<file path="config.mk">
export PLATFORM = sky130hd
export DESIGN_NAME = dram_ref_sched
export DESIGN_NICKNAME = d
export VERILOG_FILES = /design/src/rtl/dram_ref_pkg.sv /design/src/rtl/ras_seq.sv /design/src/rtl/ref_backlog.sv /design/src/rtl/dram_ref_sched.sv
export SDC_FILE = /design/constraint.sdc
export NUM_CORES = 1
export LEC_CHECK = 0
export BUFFER_PORTS_ARGS = -buffer_cell sky130_fd_sc_hd__buf_4
export CAP_MARGIN = 20
export CORE_AREA = 3 3 98 100
export CTS_CLUSTER_DIAMETER = 120
export CTS_CLUSTER_SIZE = 20
export DETAILED_ROUTE_END_ITERATION = 7
export DIE_AREA = 0 0 101 103
export RECOVER_POWER = 100
export SYNTH_ARGS = -nofsm -noshare
export SYNTH_HDL_FRONTEND = slang
export SYNTH_SLANG_ARGS = --single-unit
</file>
<file path="constraint.sdc">
create_clock -name clk -period 6.4 [get_ports clk]
set_clock_uncertainty 0.15 [all_clocks]
set_input_delay 0.64 -clock clk [delete_from_list [all_inputs] [get_ports clk]]
set_output_delay 0.64 -clock clk [all_outputs]
set_load 0.1 [all_outputs]
</file>
<file path="src/rtl/dram_ref_pkg.sv">
package dram_ref_pkg;
  typedef enum logic [1:0] {
    PH_PAUSE,
    PH_WARM,
    PH_RUN
  } phase_e;

  typedef enum logic [1:0] {
    SQ_IDLE,
    SQ_SETUP,
    SQ_ACT,
    SQ_PRE
  } seq_e;
endpackage

</file>
<file path="src/rtl/ras_seq.sv">
module ras_seq
  import dram_ref_pkg::*;
#(
  parameter int ADDR_W = 9,
  parameter int ROW_W  = 8,
  parameter int T_ASR  = 2,
  parameter int T_RAS  = 8,
  parameter int T_RP   = 6
) (
  input  logic              clk,
  input  logic              rst_n,
  input  logic              start,
  input  logic [ROW_W-1:0]  row,
  output logic              ras_n,
  output logic [ADDR_W-1:0] addr,
  output logic              busy,
  output logic              done
);
  localparam int TMAX = (T_ASR > T_RAS) ? ((T_ASR > T_RP) ? T_ASR : T_RP)
                                        : ((T_RAS > T_RP) ? T_RAS : T_RP);
  localparam int CW = $clog2(TMAX + 1);

  seq_e          st;
  logic [CW-1:0] cnt;

  assign busy = (st != SQ_IDLE);
  assign done = (st == SQ_PRE) && (cnt == '0);

  always_ff @(posedge clk) begin
    if (!rst_n) begin
      st    <= SQ_IDLE;
      cnt   <= '0;
      ras_n <= 1'b1;
      addr  <= '0;
    end else begin
      case (st)
        SQ_IDLE: begin
          if (start) begin
            st   <= SQ_SETUP;
            cnt  <= CW'(T_ASR - 1);
            addr <= ADDR_W'(row);
          end
        end
        SQ_SETUP: begin
          if (cnt == '0) begin
            st    <= SQ_ACT;
            cnt   <= CW'(T_RAS - 1);
            ras_n <= 1'b0;
          end else begin
            cnt <= cnt - 1'b1;
          end
        end
        SQ_ACT: begin
          if (cnt == '0) begin
            st    <= SQ_PRE;
            cnt   <= CW'(T_RP - 1);
            ras_n <= 1'b1;
          end else begin
            cnt <= cnt - 1'b1;
          end
        end
        default: begin
          if (cnt == '0) st <= SQ_IDLE;
          else           cnt <= cnt - 1'b1;
        end
      endcase
    end
  end

  logic [15:0] low_len;
  always_ff @(posedge clk) begin
    if (!rst_n)     low_len <= '0;
    else if (ras_n) low_len <= '0;
    else            low_len <= low_len + 1'b1;
  end


  addr_hold_chk: assert property (@(posedge clk) disable iff (!rst_n)
    !ras_n |-> $stable(addr));


  ras_width_chk: assert property (@(posedge clk) disable iff (!rst_n)
    $rose(ras_n) |-> (low_len == 16'(T_RAS)));
endmodule

</file>
<file path="src/rtl/ref_backlog.sv">
module ref_backlog #(
  parameter int INTERVAL = 1562,
  parameter int PEND_W   = 4
) (
  input  logic clk,
  input  logic rst_n,
  input  logic en,
  input  logic clr,
  input  logic take,
  output logic pend_nz
);
  localparam int TW = $clog2(INTERVAL + 1);
  localparam logic [PEND_W-1:0] PMAX = {PEND_W{1'b1}};

  logic [TW-1:0]     tcnt;
  logic [PEND_W-1:0] pend;
  logic              tick;

  assign tick    = en && (tcnt == TW'(INTERVAL - 1));
  assign pend_nz = (pend != '0);

  always_ff @(posedge clk) begin
    if (!rst_n || !en || clr) tcnt <= '0;
    else if (tick)            tcnt <= '0;
    else                      tcnt <= tcnt + 1'b1;
  end

  always_ff @(posedge clk) begin
    if (!rst_n || clr) begin
      pend <= '0;
    end else if (en) begin
      case ({tick, take})
        2'b10:   if (pend != PMAX) pend <= pend + 1'b1;
        2'b01:   pend <= pend - 1'b1;
        default: pend <= pend;
      endcase
    end
  end


  pend_cap_chk: assert property (@(posedge clk) disable iff (!rst_n)
    (pend == PMAX && tick && !take && !clr) |=> (pend == PMAX));


  take_legal_chk: assert property (@(posedge clk) disable iff (!rst_n)
    take |-> pend_nz);
endmodule

</file>
<file path="src/rtl/dram_ref_sched.sv">
module dram_ref_sched
  import dram_ref_pkg::*;
#(
  parameter int CLK_MHZ   = 100,
  parameter int PAUSE_US  = 200,
  parameter int RETAIN_US = 4000,
  parameter int WARMUP    = 8,
  parameter int ROW_W     = 8,
  parameter int ADDR_W    = 9,
  parameter int T_ASR     = 2,
  parameter int T_RAS     = 8,
  parameter int T_RP      = 6,
  parameter int PEND_W    = 4
) (
  input  logic              clk,
  input  logic              rst_n,
  input  logic              ref_gnt,
  output logic              ref_req,
  output logic              ref_busy,
  output logic              mem_ready,
  output logic              ras_n,
  output logic              cas_n,
  output logic [ADDR_W-1:0] addr
);
  localparam int PAUSE_CYC  = PAUSE_US * CLK_MHZ;
  localparam int RETAIN_CYC = RETAIN_US * CLK_MHZ;
  localparam int INTERVAL   = RETAIN_CYC >> ROW_W;
  localparam int PW = $clog2(PAUSE_CYC + 1);
  localparam int RW = $clog2(RETAIN_CYC + 1);
  localparam int WW = $clog2(WARMUP + 1);

  phase_e           state;
  logic [PW-1:0]    pause_cnt;
  logic [WW-1:0]    warm_cnt;
  logic [RW-1:0]    idle_cnt;
  logic [ROW_W-1:0] row_q;
  logic             seq_busy, seq_done, seq_start;
  logic             pend_nz, take, expire;

  assign mem_ready = (state == PH_RUN);
  assign ref_req   = mem_ready && pend_nz && !seq_busy;
  assign take      = ref_req && ref_gnt;
  assign seq_start = ((state == PH_WARM) && !seq_busy) || take;
  assign expire    = mem_ready && !take && !seq_busy &&
                     (idle_cnt == RW'(RETAIN_CYC - 1));
  assign ref_busy  = seq_busy;
  assign cas_n     = 1'b1;

  always_ff @(posedge clk) begin
    if (!rst_n) begin
      state     <= PH_PAUSE;
      pause_cnt <= '0;
      warm_cnt  <= '0;
      idle_cnt  <= '0;
    end else begin
      case (state)
        PH_PAUSE: begin
          if (pause_cnt == PW'(PAUSE_CYC - 1)) state <= PH_WARM;
          else                                 pause_cnt <= pause_cnt + 1'b1;
        end
        PH_WARM: begin
          if (seq_done) begin
            if (warm_cnt == WW'(WARMUP - 1)) begin
              state    <= PH_RUN;
              warm_cnt <= '0;
              idle_cnt <= '0;
            end else begin
              warm_cnt <= warm_cnt + 1'b1;
            end
          end
        end
        default: begin
          if (expire) begin
            state    <= PH_WARM;
            idle_cnt <= '0;
          end else if (take || seq_busy) begin
            idle_cnt <= '0;
          end else begin
            idle_cnt <= idle_cnt + 1'b1;
          end
        end
      endcase
    end
  end

  always_ff @(posedge clk) begin
    if (!rst_n)    row_q <= '0;
    else if (take) row_q <= row_q + 1'b1;
  end

  ref_backlog #(.INTERVAL(INTERVAL), .PEND_W(PEND_W)) u_backlog (
    .clk     (clk),
    .rst_n   (rst_n),
    .en      (mem_ready),
    .clr     (expire),
    .take    (take),
    .pend_nz (pend_nz)
  );

  ras_seq #(.ADDR_W(ADDR_W), .ROW_W(ROW_W), .T_ASR(T_ASR),
            .T_RAS(T_RAS), .T_RP(T_RP)) u_seq (
    .clk   (clk),
    .rst_n (rst_n),
    .start (seq_start),
    .row   (row_q),
    .ras_n (ras_n),
    .addr  (addr),
    .busy  (seq_busy),
    .done  (seq_done)
  );


  pause_quiet_chk: assert property (@(posedge clk) disable iff (!rst_n)
    (state == PH_PAUSE) |-> (ras_n && !seq_busy));


  req_hold_chk: assert property (@(posedge clk) disable iff (!rst_n)
    (ref_req && !ref_gnt && !expire) |=> ref_req);


  row_step_chk: assert property (@(posedge clk) disable iff (!rst_n)
    take |=> (row_q == $past(row_q) + 1'b1));


  ready_drop_chk: assert property (@(posedge clk) disable iff (!rst_n)
    $fell(mem_ready) |-> (ras_n && !seq_busy && !ref_req));


  ready_rise_chk: assert property (@(posedge clk) disable iff (!rst_n)
    $rose(mem_ready) |-> ($past(seq_done) && !seq_busy));
endmodule

</file>
==> summary.txt, run 1 <==
Status = finished with violations
Failing checks = capacitance limit, slew limit
Placer Congestion = 0.7592
M1 GR Usage = 20.16%
Top delay family on crit path = compound AO/OA/AOI/OAI gates
Minimum clock period = 3843 ps
Avg Cell Area, Syn = 8.775 sq um
Row count = 34
Initial antenna violation count = 0
Max VDD drop = 0.1378 mV
Routed via count = 3053
DR WL/cell = 13.36 um
Critical Path Start = u_seq.cnt[0]
Combinational family with the most area after synthesis = simple AND/OR/NAND/NOR gates
Pwr Total = 1.240 mW
DIE HEIGHT = 103 um
WL final = 7574 um
Post-synthesis adder-cell area fraction = 4.156%
Worst Hold Class = reg2reg
Crit-path most repeated cell = inv_1
Clock root buffer master = clkbuf_8
Fin. max-slew vios = 20
Fraction of registers with async set/reset = 0%
CTS resizes = 0
Final hold viol count = 0
First-pass GRT wire length = 13170 um
Global Route met3 Usage = 3.451%
Clock sink count = 78
Final ANT Viol Nets = 0
Synth area leader = dfxtp_1
Final Cycle Share = 60.05%
LEAKAGE = 1.547 nW
CP max-delay cell = o21ai_0
Clk Latency, worst-skew pair = 350 ps
Buf+Inv Stages, Crit Path = 2
CP Class = reg2reg
Simple-gate share of the synthesized area = 29.86%
CP cell instances = inv_1, ha_1, nor3b_1, a41o_1, inv_1, o21ai_0, nor2_1
Htree depth = 3
Cell count after synthesis = 446
Xor/xnor share of the synthesized area = 10.74%
Power Dens Cells = 293.4 nW/um^2
RR Startpoint = u_seq.cnt[0]
EDFF count, synth = 0
GR Util met2 = 26.23%
Fin nets = 470
Worst setup SP type = flip-flop
Diode count = 0
Non-filler cells, final = 567
Min-delay src = u_seq.addr[0]
Hold_buf cts = 0
Vias in the first global route = 2866
Die area = 10400 sq um
Crit-path max FO = 21
Die width = 101 um
CP max stage delay = 1510 ps
Post-Syn Area = 3914 sq um
Top Usage Layer GRT = met2
Num CTS Buffers = 9
Port Buffer Count = 14
Ranking of synthesized cells by area = dfxtp_1, xor2_1, nor2_1
Post-DP HPWL = 5143 um
Setup TNS = 0 ps
Largest net degree at the start of global routing = 45
Clock-pin slew on the worst setup and hold paths = 80 ps
1st-pass router iterations = 4
Post-CTS Setup Inserts = 0
RSZ-0062 raised after global routing = no
Remaining DRCs = 0
Initial core utilization = 44.66%
Mux cell area share after synthesis = 2.046%
Fill cells = 880
TritonCTS clock tree = yes
Core area = 8763 sq um
Slew margin rel. = -31.92%
Seq/Total Area, Yosys = 39.90%
Worst-Margin Slew = 1958 ps
Final setup violating endpoints = 0
Compound-cell area share of the yosys netlist = 9.495%
YS warnings = 0
Grt ovf = 0
Prevailing post-synth register cell = dfxtp_1
GRT Resource Usage Total = 15.82%
FF+latch count, synth = 78
I/O pins = 17
CTS max path bufs = 2
Max Freq = 260.2 MHz
Vias per cell = 5.384
Number of instances in the placed design = 550
Maxcap violations = 1
Net Count, Synth = 462
Starting DRT DRC Count = 131
Worst EP required = 6410 ps
CP endpoint kind = flip-flop
Area Growth Syn to Fin = 7.992%
Synth top area share = 39.90%
Share of cells above drive strength 1 = 5.882%
Worst EP arrival = 3850 ps
Distinct cells, synth = 55
-- through the flow --
step                area [sq um]  hold slack (ps)  setup slack, ps  utilization [%]
global route                4227            337.3             2039            48.23
finish                      4227            315.8             2557            48.23
detailed placement          4058            305.5             3207            46.30
floorplan                   3914            283.4             3399                -
CTS                         4307            318.7             3186            49.14
global placement            4058            301.2             3395            46.30
-- worst paths after layout --
| check | endpoint | cells past startpoint | slack (ps) |
|---|---|---|---|
| max | idle_cnt[5] | 7 | 2560 |
| min | u_seq.addr[0] | 2 | 320 |
| max reg2reg | idle_cnt[5] | 7 | 2560 |
| min reg2reg | u_seq.addr[0] | 2 | 320 |
-- state kept, by name, indices dropped and copies added, names as in the netlist --
register	count
u_backlog.tcnt	11
u_seq.st	2
u_seq.cnt	4
state	2
row_q	8
u_backlog.pend	4
idle_cnt	19
u_seq.ras_n	1
pause_cnt	15
u_seq.addr	8
warm_cnt	4
-- cell usage after synthesis (7+ instances only) --
master     n
and2_1    20
dfxtp_1   78
o21ai_0    9
nand4_1   23
nand3_1   29
ha_1      13
nand2_1   36
nor4_1    10
clkbuf_1  11
nor2b_1    7
xor2_1    37
mux2i_1    8
inv_1     12
xnor2_1   11
a21boi_0  14
a21oi_1    8
nor2_1    51
-- final cells by class --
cell class / count / area, sq um / share of cell area [%]
Sequential cell: 78 / 1562 / 36.95
Clock inverter: 3 / 90.09 / 2.131
Tap cell: 108 / 135.1 / 3.197
Clock buffer: 13 / 158.9 / 3.760
Timing Repair Buffer: 15 / 63.81 / 1.510
Inverter: 12 / 45.04 / 1.066
Multi-Input combinational cell: 338 / 2172 / 51.39
-- worst min-delay path, cell delays in order (launching register included) --
cell	delay (ps)
dfxtp_1	310
nand2_1	50
a21boi_0	60
-- cell families after synthesis --
kind of cell,count (synthesis)
buffers and inverters,30
flip-flops,78
AND/OR/NAND/NOR,217
adder cells (fa/ha/maj),13
multiplexers,8
XOR/XNOR,48
other,2
AO/OA/AOI/OAI,50
-- report_power, final --
| part | switching [mW] | total, mW | internal, mW |
|---|---|---|---|
| Clock | 0.177 | 0.458 | 0.281 |
| Combinational | 0.186 | 0.263 | 0.0764 |
| Sequential | 0.0167 | 0.520 | 0.503 |
-- cells in the final DEF (no fill, tap or decap), types with 10 or more instances in the layout --
cell type / netlist / layout
nand3_1: 29 / 29
inv_1: 12 / 12
xnor2_1: 11 / 11
ha_1: 13 / 13
xor2_1: 37 / 37
nor4_1: 10 / 10
clkbuf_1: 11 / 15
nor2_1: 51 / 51
nand4_1: 23 / 23
o21ai_0: 9 / 11
dfxtp_1: 78 / 78
and2_1: 20 / 11
a21boi_0: 14 / 15
nand2_1: 36 / 36
clkbuf_8: 0 / 11
-- per-layer routing --
metal  vias up  part of all wire [%]
li1       1565                     -
met1      1437                    48
met2        38                    47
met3        13                   2.8
met4         0                   1.8
met5         -                     0
No activity file was read; power rests on OpenSTA's default activity.
==> run 2: changes to the inputs <==
==> constraint.sdc (replaced) <==
create_clock -name clk -period 3.2 [get_ports clk]
set_clock_uncertainty 0.15 [all_clocks]
set_input_delay 0.32 -clock clk [delete_from_list [all_inputs] [get_ports clk]]
set_output_delay 0.32 -clock clk [all_outputs]
set_load 0.1 [all_outputs]
==> run 2 against run 1 <==
Against the previous run:
- the run now ends clean
- routed wire length fell by 2.1%
- register-to-register slack got worse by 1900 ps
- global-route usage fell by 0.13 points
- critical path depth fell by 3
- combinational power rose by 110%
- clock power rose by 56%
- core utilization barely moved
- setup slack got worse by 2000 ps
- first-iteration DRC count fell by 34%
- critical path type is now reg2out
- critical endpoint is now ref_busy
==> summary.txt, run 2 (synthesized netlist as in run 1, its figures left out) <==
Pwr Total = 2.300 mW (+85%)
Clock-pin slew on the worst setup and hold paths = 70 ps (about the same)
Vias per cell = 5.347 (-0.70%)
CP max stage delay = 880 ps (-630 ps)
Met2 WL = 3418 um (-3.9%)
Crit-path most repeated cell = inv_1
Worst EP arrival = 2180 ps (-1670 ps)
DIE HEIGHT = 103 um (unchanged)
Worst Hold Class = in2reg
Row count = 34 (unchanged)
Top delay family on crit path = buffers and inverters
Port Buffer Count = 14 (unchanged)
Maxcap violations = 0 (-1)
Max VDD drop = 0.3017 mV (+120%)
Core area = 8763 sq um (unchanged)
Critical Path Start = u_seq.st[0]
Non-filler cells, final = 571 (+0.71%)
Remaining DRCs = 0 (unchanged)
Most common cell after layout, fill and taps aside = dfxtp_1
CP Depth = 4 (-3)
GRT Resource Usage Total = 15.69% (-0.13 points)
I/O pins = 17 (unchanged)
Cells on worst reg2reg path = 6 (-1)
Setup crit end = ref_busy
Post-DP HPWL = 5115 um (-0.55%)
Final WS setup = 549.1 ps (-2008 ps)
Power Dens Cells = 544.8 nW/um^2 (+86%)
CP endpoint kind = primary output
Setup slack, reg-to-reg = 610 ps (-1950 ps)
RSZ-0062 raised after global routing = no
CTS max path bufs = 2 (unchanged)
Final setup violating endpoints = 0 (unchanged)
Share of cells above drive strength 1 = 6.911% (+1.0 points)
Pre-CTS setup slack = 719.9 ps (-2487 ps)
Largest Register = idle_cnt
Slew margin rel. = 22.18% (+54 points)
Clk Latency, worst-skew pair = 350 ps (about the same)
Initial antenna violation count = 0 (unchanged)
Post-CTS Setup Inserts = 0 (unchanged)
Die area = 10400 sq um (unchanged)
1st-pass router iterations = 5 (+1)
Final hold viol count = 0 (unchanged)
CTS resizes = 0 (unchanged)
TritonCTS clock tree = yes
Worst-Margin Slew = 1172 ps (-785.7 ps)
Max layer used = met4
Fin. max-slew vios = 0 (-100%)
RR Startpoint = pause_cnt[8]
Setup TNS = 0 ps (unchanged)
CP max-delay cell = clkbuf_1
Grt ovf = 0 (unchanged)
Minimum clock period = 2651 ps
Crit Reg-Reg Endpoint = pause_cnt[12]
Clock sink count = 78 (unchanged)
Worst setup SP type = flip-flop
Worst EP required = 2730 ps (-3680 ps)
Largest registers = idle_cnt (19), pause_cnt (15), u_backlog.tcnt (11)
Crit-path max FO = 5 (-76%)
Final Cycle Share = 82.84%
Clock root buffer master = clkbuf_8
Placer Congestion = 0.9006 (+19%)
Max FFs per register = 19 (unchanged)
Buf+Inv Stages, Crit Path = 3 (+1)
Htree depth = 3 (unchanged)
Number of instances in the placed design = 556 (+1.1%)
CP Class = reg2out
WL met3 = 233 um (+9.4%)
Area Growth Syn to Fin = 7.896% (about the same)
Starting DRT DRC Count = 87 (-34%)
Die width = 101 um (unchanged)
Diode count = 0 (unchanged)
Final ANT Viol Nets = 0 (unchanged)
Fin nets = 475 (+1.1%)
Final core utilization = 48.19% (about the same)
Vias in the first global route = 2899 (+1.2%)
DR WL/cell = 12.99 um (-2.8%)
Commonest cells after routing, fill and taps aside = dfxtp_1, nor2_1, xor2_1
Hold_buf cts = 0 (unchanged)
Status = complete, no violations
WL final = 7416 um (-2.1%)
Routed via count = 3053 (unchanged)
Initial core utilization = 44.66% (unchanged)
WL met1 = 3653 um (-0.33%)
Num CTS Buffers = 9 (unchanged)
First-pass GRT wire length = 13240 um (+0.52%)
LEAKAGE = 1.548 nW (about the same)
Max Freq = 377.2 MHz
Largest net degree at the start of global routing = 45 (unchanged)
CP cell instances = inv_1, ha_1, inv_1, clkbuf_1
-- run 2: cell types whose count changed in the layout (fill, tap and decap cells not counted), sizes merged --
| cell | before | now |
|---|---|---|
| clkinvlp | 0 | 1 |
| buf | 2 | 5 |
| bufinv | 3 | 1 |
| clkinv | 0 | 2 |
-- run 2: worst min path at each step --
stage | startpoint | end | cells past startpoint
floorplan | u_backlog.tcnt[0] | u_backlog.tcnt[0] | 1
global placement | u_backlog.tcnt[0] | u_backlog.tcnt[0] | 1
detailed placement | u_seq.addr[5] | u_seq.addr[5] | 2
CTS | rst_n | u_seq.ras_n | 2
global route | rst_n | u_seq.ras_n | 2
finish | rst_n | u_seq.ras_n | 2
-- run 2: area by class of cell --
| cell class | count | area, sq um |
|---|---|---|
| flip-flops and latches | 78 | 1562 |
| well taps | 108 | 135.1 |
| clock buffers | 11 | 141.4 |
| inverters | 12 | 45.04 |
| multi-input cells | 338 | 2197 |
| repair buffers | 20 | 95.09 |
| fillers | 884 | 4541 |
| clock inverters | 4 | 47.55 |
-- run 2: routing by layer --
layer | track usage [%] | vias to the layer above
li1 | - | 1574
met1 | 20.06 | 1433
met2 | 25.27 | 36
met3 | 4.465 | 10
met4 | 5.828 | 0
met5 | 0 | -
-- run 2: power breakdown --
part	total [mW]	internal, mW	switching [mW]
combinational	0.547	0.168	0.379
clock	0.714	0.375	0.339
sequential	1.04	1.01	0.0333
total	2.30	1.55	0.752
-- run 2: per-stage QoR --
step | hold WS, ps | cell area [sq um]
final | 198.1 | 4223
after global placement | 294.1 | 4103
after floorplan | 283.4 | 3914
after CTS | 185.5 | 4292
after detailed placement | 310.1 | 4103
after global routing | 217.0 | 4223
==> run 3: changes to the inputs <==
==> constraint.sdc (replaced) <==
create_clock -name clk -period 2.3 [get_ports clk]
set_clock_uncertainty 0.15 [all_clocks]
set_input_delay 0.23 -clock clk [delete_from_list [all_inputs] [get_ports clk]]
set_output_delay 0.23 -clock clk [all_outputs]
set_load 0.1 [all_outputs]
==> run 3 against run 2 <==
Against the previous run:
- sequential share of layout area decreased by 1.9 points
- global-route usage grew 0.42 points
- sequential cell count is the same
- total power up 50%
- critical path depth up 2
- final cell count grew 3.3%
- die area stayed put
- via count grew 3.1%
- clock-buffer cell count is 1 lower
==> summary.txt, run 3 (synthesized netlist as in run 1, its figures left out) <==
Largest net degree at the start of global routing = 44 (-2.2%)
Switching part of the total = 32.52% (-0.15 points)
Worst EP required = 2410 ps (-320 ps)
Power Dens Cells = 770.9 nW/um^2 (+42%)
Starting DRT DRC Count = 88 (+1.1%)
TritonCTS clock tree = yes
Vias in the first global route = 3037 (+4.8%)
Worst setup SP type = flip-flop
Fin nets = 494 (+4.0%)
First-pass GRT wire length = 13630 um (+3.0%)
Worst EP arrival = 2270 ps (+90 ps)
Final ANT Viol Nets = 0 (unchanged)
Fin. max-slew vios = 0 (unchanged)
DIE HEIGHT = 103 um (unchanged)
Post-DP HPWL = 5547 um (+8.5%)
CP Depth = 6 (+2)
Vias per cell = 5.337 (-0.18%)
Htree depth = 3 (unchanged)
Initial core utilization = 44.66% (unchanged)
Final hold viol count = 0 (unchanged)
Grt ovf = 0 (unchanged)
Clock power share = 32.4% (+1.4 points)
DR WL/cell = 13.23 um (+1.9%)
Worst-Margin Slew = 1193 ps (+20.37 ps)
CP max-delay cell = or4b_4
RSZ-0062 raised after global routing = no
Setup slack, reg-to-reg = 140 ps (-470 ps)
Logic gate share of total power = 25.5% (+1.7 points)
Minimum clock period = 2165 ps
Clk Latency, worst-skew pair = 350 ps (about the same)
Status = complete, no violations
Final std cell area, no fill = 4472 sq um (+5.9%)
Seq pwr share = 42.1% (-3.1 points)
Crit-path max FO = 18 (+13)
Clock sink count = 78 (unchanged)
Routed via count = 3149 (+3.1%)
Largest Register = idle_cnt
Crit Reg-Reg Endpoint = pause_cnt[13]
Maxcap violations = 0 (unchanged)
Commonest cells after routing, fill and taps aside = dfxtp_1, nor2_1, xor2_1
Remaining DRCs = 0 (unchanged)
Clock root buffer master = clkbuf_8
Num CTS Buffers = 9 (unchanged)
Slew margin rel. = 20.83% (-1.4 points)
Diode count = 0 (unchanged)
Clock-pin slew on the worst setup and hold paths = 80 ps (about the same)
Buf+Inv Stages, Crit Path = 1 (-2)
1st-pass router iterations = 4 (-1)
Cells on worst reg2reg path = 6 (unchanged)
CP endpoint kind = flip-flop
Initial antenna violation count = 0 (unchanged)
Die area = 10400 sq um (unchanged)
Max VDD drop = 0.3558 mV (+18%)
Critical Path Start = pause_cnt[9]
WL final = 7805 um (+5.2%)
Pre-CTS setup slack = 112.1 ps (-607.8 ps)
Core area = 8763 sq um (unchanged)
CP Class = reg2reg
Port Buffer Count = 14 (unchanged)
Final WS setup = 135.1 ps (-413.9 ps)
Top delay family on crit path = simple AND/OR/NAND/NOR gates
Share of cells above drive strength 1 = 14.73% (+7.8 points)
Area Growth Syn to Fin = 14.26%
Row count = 34 (unchanged)
Final setup violating endpoints = 0 (unchanged)
I/O pins = 17 (unchanged)
Setup TNS = 0 ps (unchanged)
Setup crit end = pause_cnt[13]
Die width = 101 um (unchanged)
CP max stage delay = 510 ps (-370 ps)
RR Startpoint = pause_cnt[9]
CTS max path bufs = 2 (unchanged)
Placer Congestion = 0.7709 (-14%)
Largest registers = idle_cnt (19), pause_cnt (15), u_backlog.tcnt (11)
Most common cell after layout, fill and taps aside = dfxtp_1
Max FFs per register = 19 (unchanged)
Max Freq = 461.9 MHz
GRT Resource Usage Total = 16.11% (+0.42 points)
Switch Pwr = 1.121 mW (+49%)
Post-DP Area = 4294 sq um (+4.7%)
Power Internal = 2.326 mW (+50%)
Worst Hold Class = in2reg
Hold path cells = 3 (+1)
Final Cycle Share = 94.12%
LEAKAGE = 1.681 nW (+8.6%)
CP cell instances = or4b_4, o41ai_4, buf_4, nor4_1, xor2_1, and2_1
-- run 3: repair_timing --
action / in CTS / in global routing
resized for setup: 0 / 5
hold buffers: 0 / 0
endpoints found under the setup margin: 0 / 2
buffers inserted: 0 / 1
-- run 3: worst min path at each step --
| stage | end | from |
|---|---|---|
| 2_1_floorplan | u_backlog.tcnt[0] | u_backlog.tcnt[0] |
| 3_3_place_gp | u_backlog.tcnt[0] | u_backlog.tcnt[0] |
| 3_5_place_dp | u_seq.addr[1] | u_seq.addr[1] |
| 4_1_cts | u_seq.ras_n | rst_n |
| 5_1_grt | u_seq.ras_n | rst_n |
| 6_report | u_seq.ras_n | rst_n |
-- run 3: routing by layer --
metal / wire [um] / vias to the layer above / part of all wire, % / GRT usage, %
met5: 0 / - / 0 / 0
met4: 101 / 0 / 1.3 / 5.112
met3: 233 / 8 / 3.0 / 3.992
met2: 3747 / 32 / 48 / 27.95
met1: 3723 / 1492 / 48 / 19.69
li1: - / 1617 / - / -
-- run 3: per-stage QoR --
step	hold slack, ps	instances	util [%]	power (mW)
2_1_floorplan	283.4	446	-	2.145
5_1_grt	233.8	590	51.03	3.640
6_report	216.0	590	51.03	3.447
3_3_place_gp	301.5	574	49.00	2.350
4_1_cts	205.9	589	51.40	3.495
3_5_place_dp	311.4	574	49.00	2.362
-- run 3: worst reg2reg max path, stage by stage, from the launching register on --
cell and delay (ps):
dfxtp_1 410, or4b_4 510, o41ai_4 320, buf_4 290, nor4_1 90, xor2_1 140
and2_1 160
-- run 3: power by group through the flow --
stage               clock [mW]  combinational [mW]  sequential [mW]
floorplan                    0               0.622             1.52
global placement             0               0.871             1.48
detailed placement           0               0.880             1.48
CTS                       1.15               0.890             1.45
global route              1.21               0.971             1.46
finish                    1.12               0.879             1.45
-- run 3: layout make-up --
cell class | count | area, sq um
flip-flops and latches | 78 | 1567
clock buffers | 10 | 127.6
clock inverters | 5 | 82.58
well taps | 108 | 135.1
inverters | 12 | 48.80
multi-input cells | 338 | 2257
fillers | 850 | 4292
repair buffers | 39 | 254.0
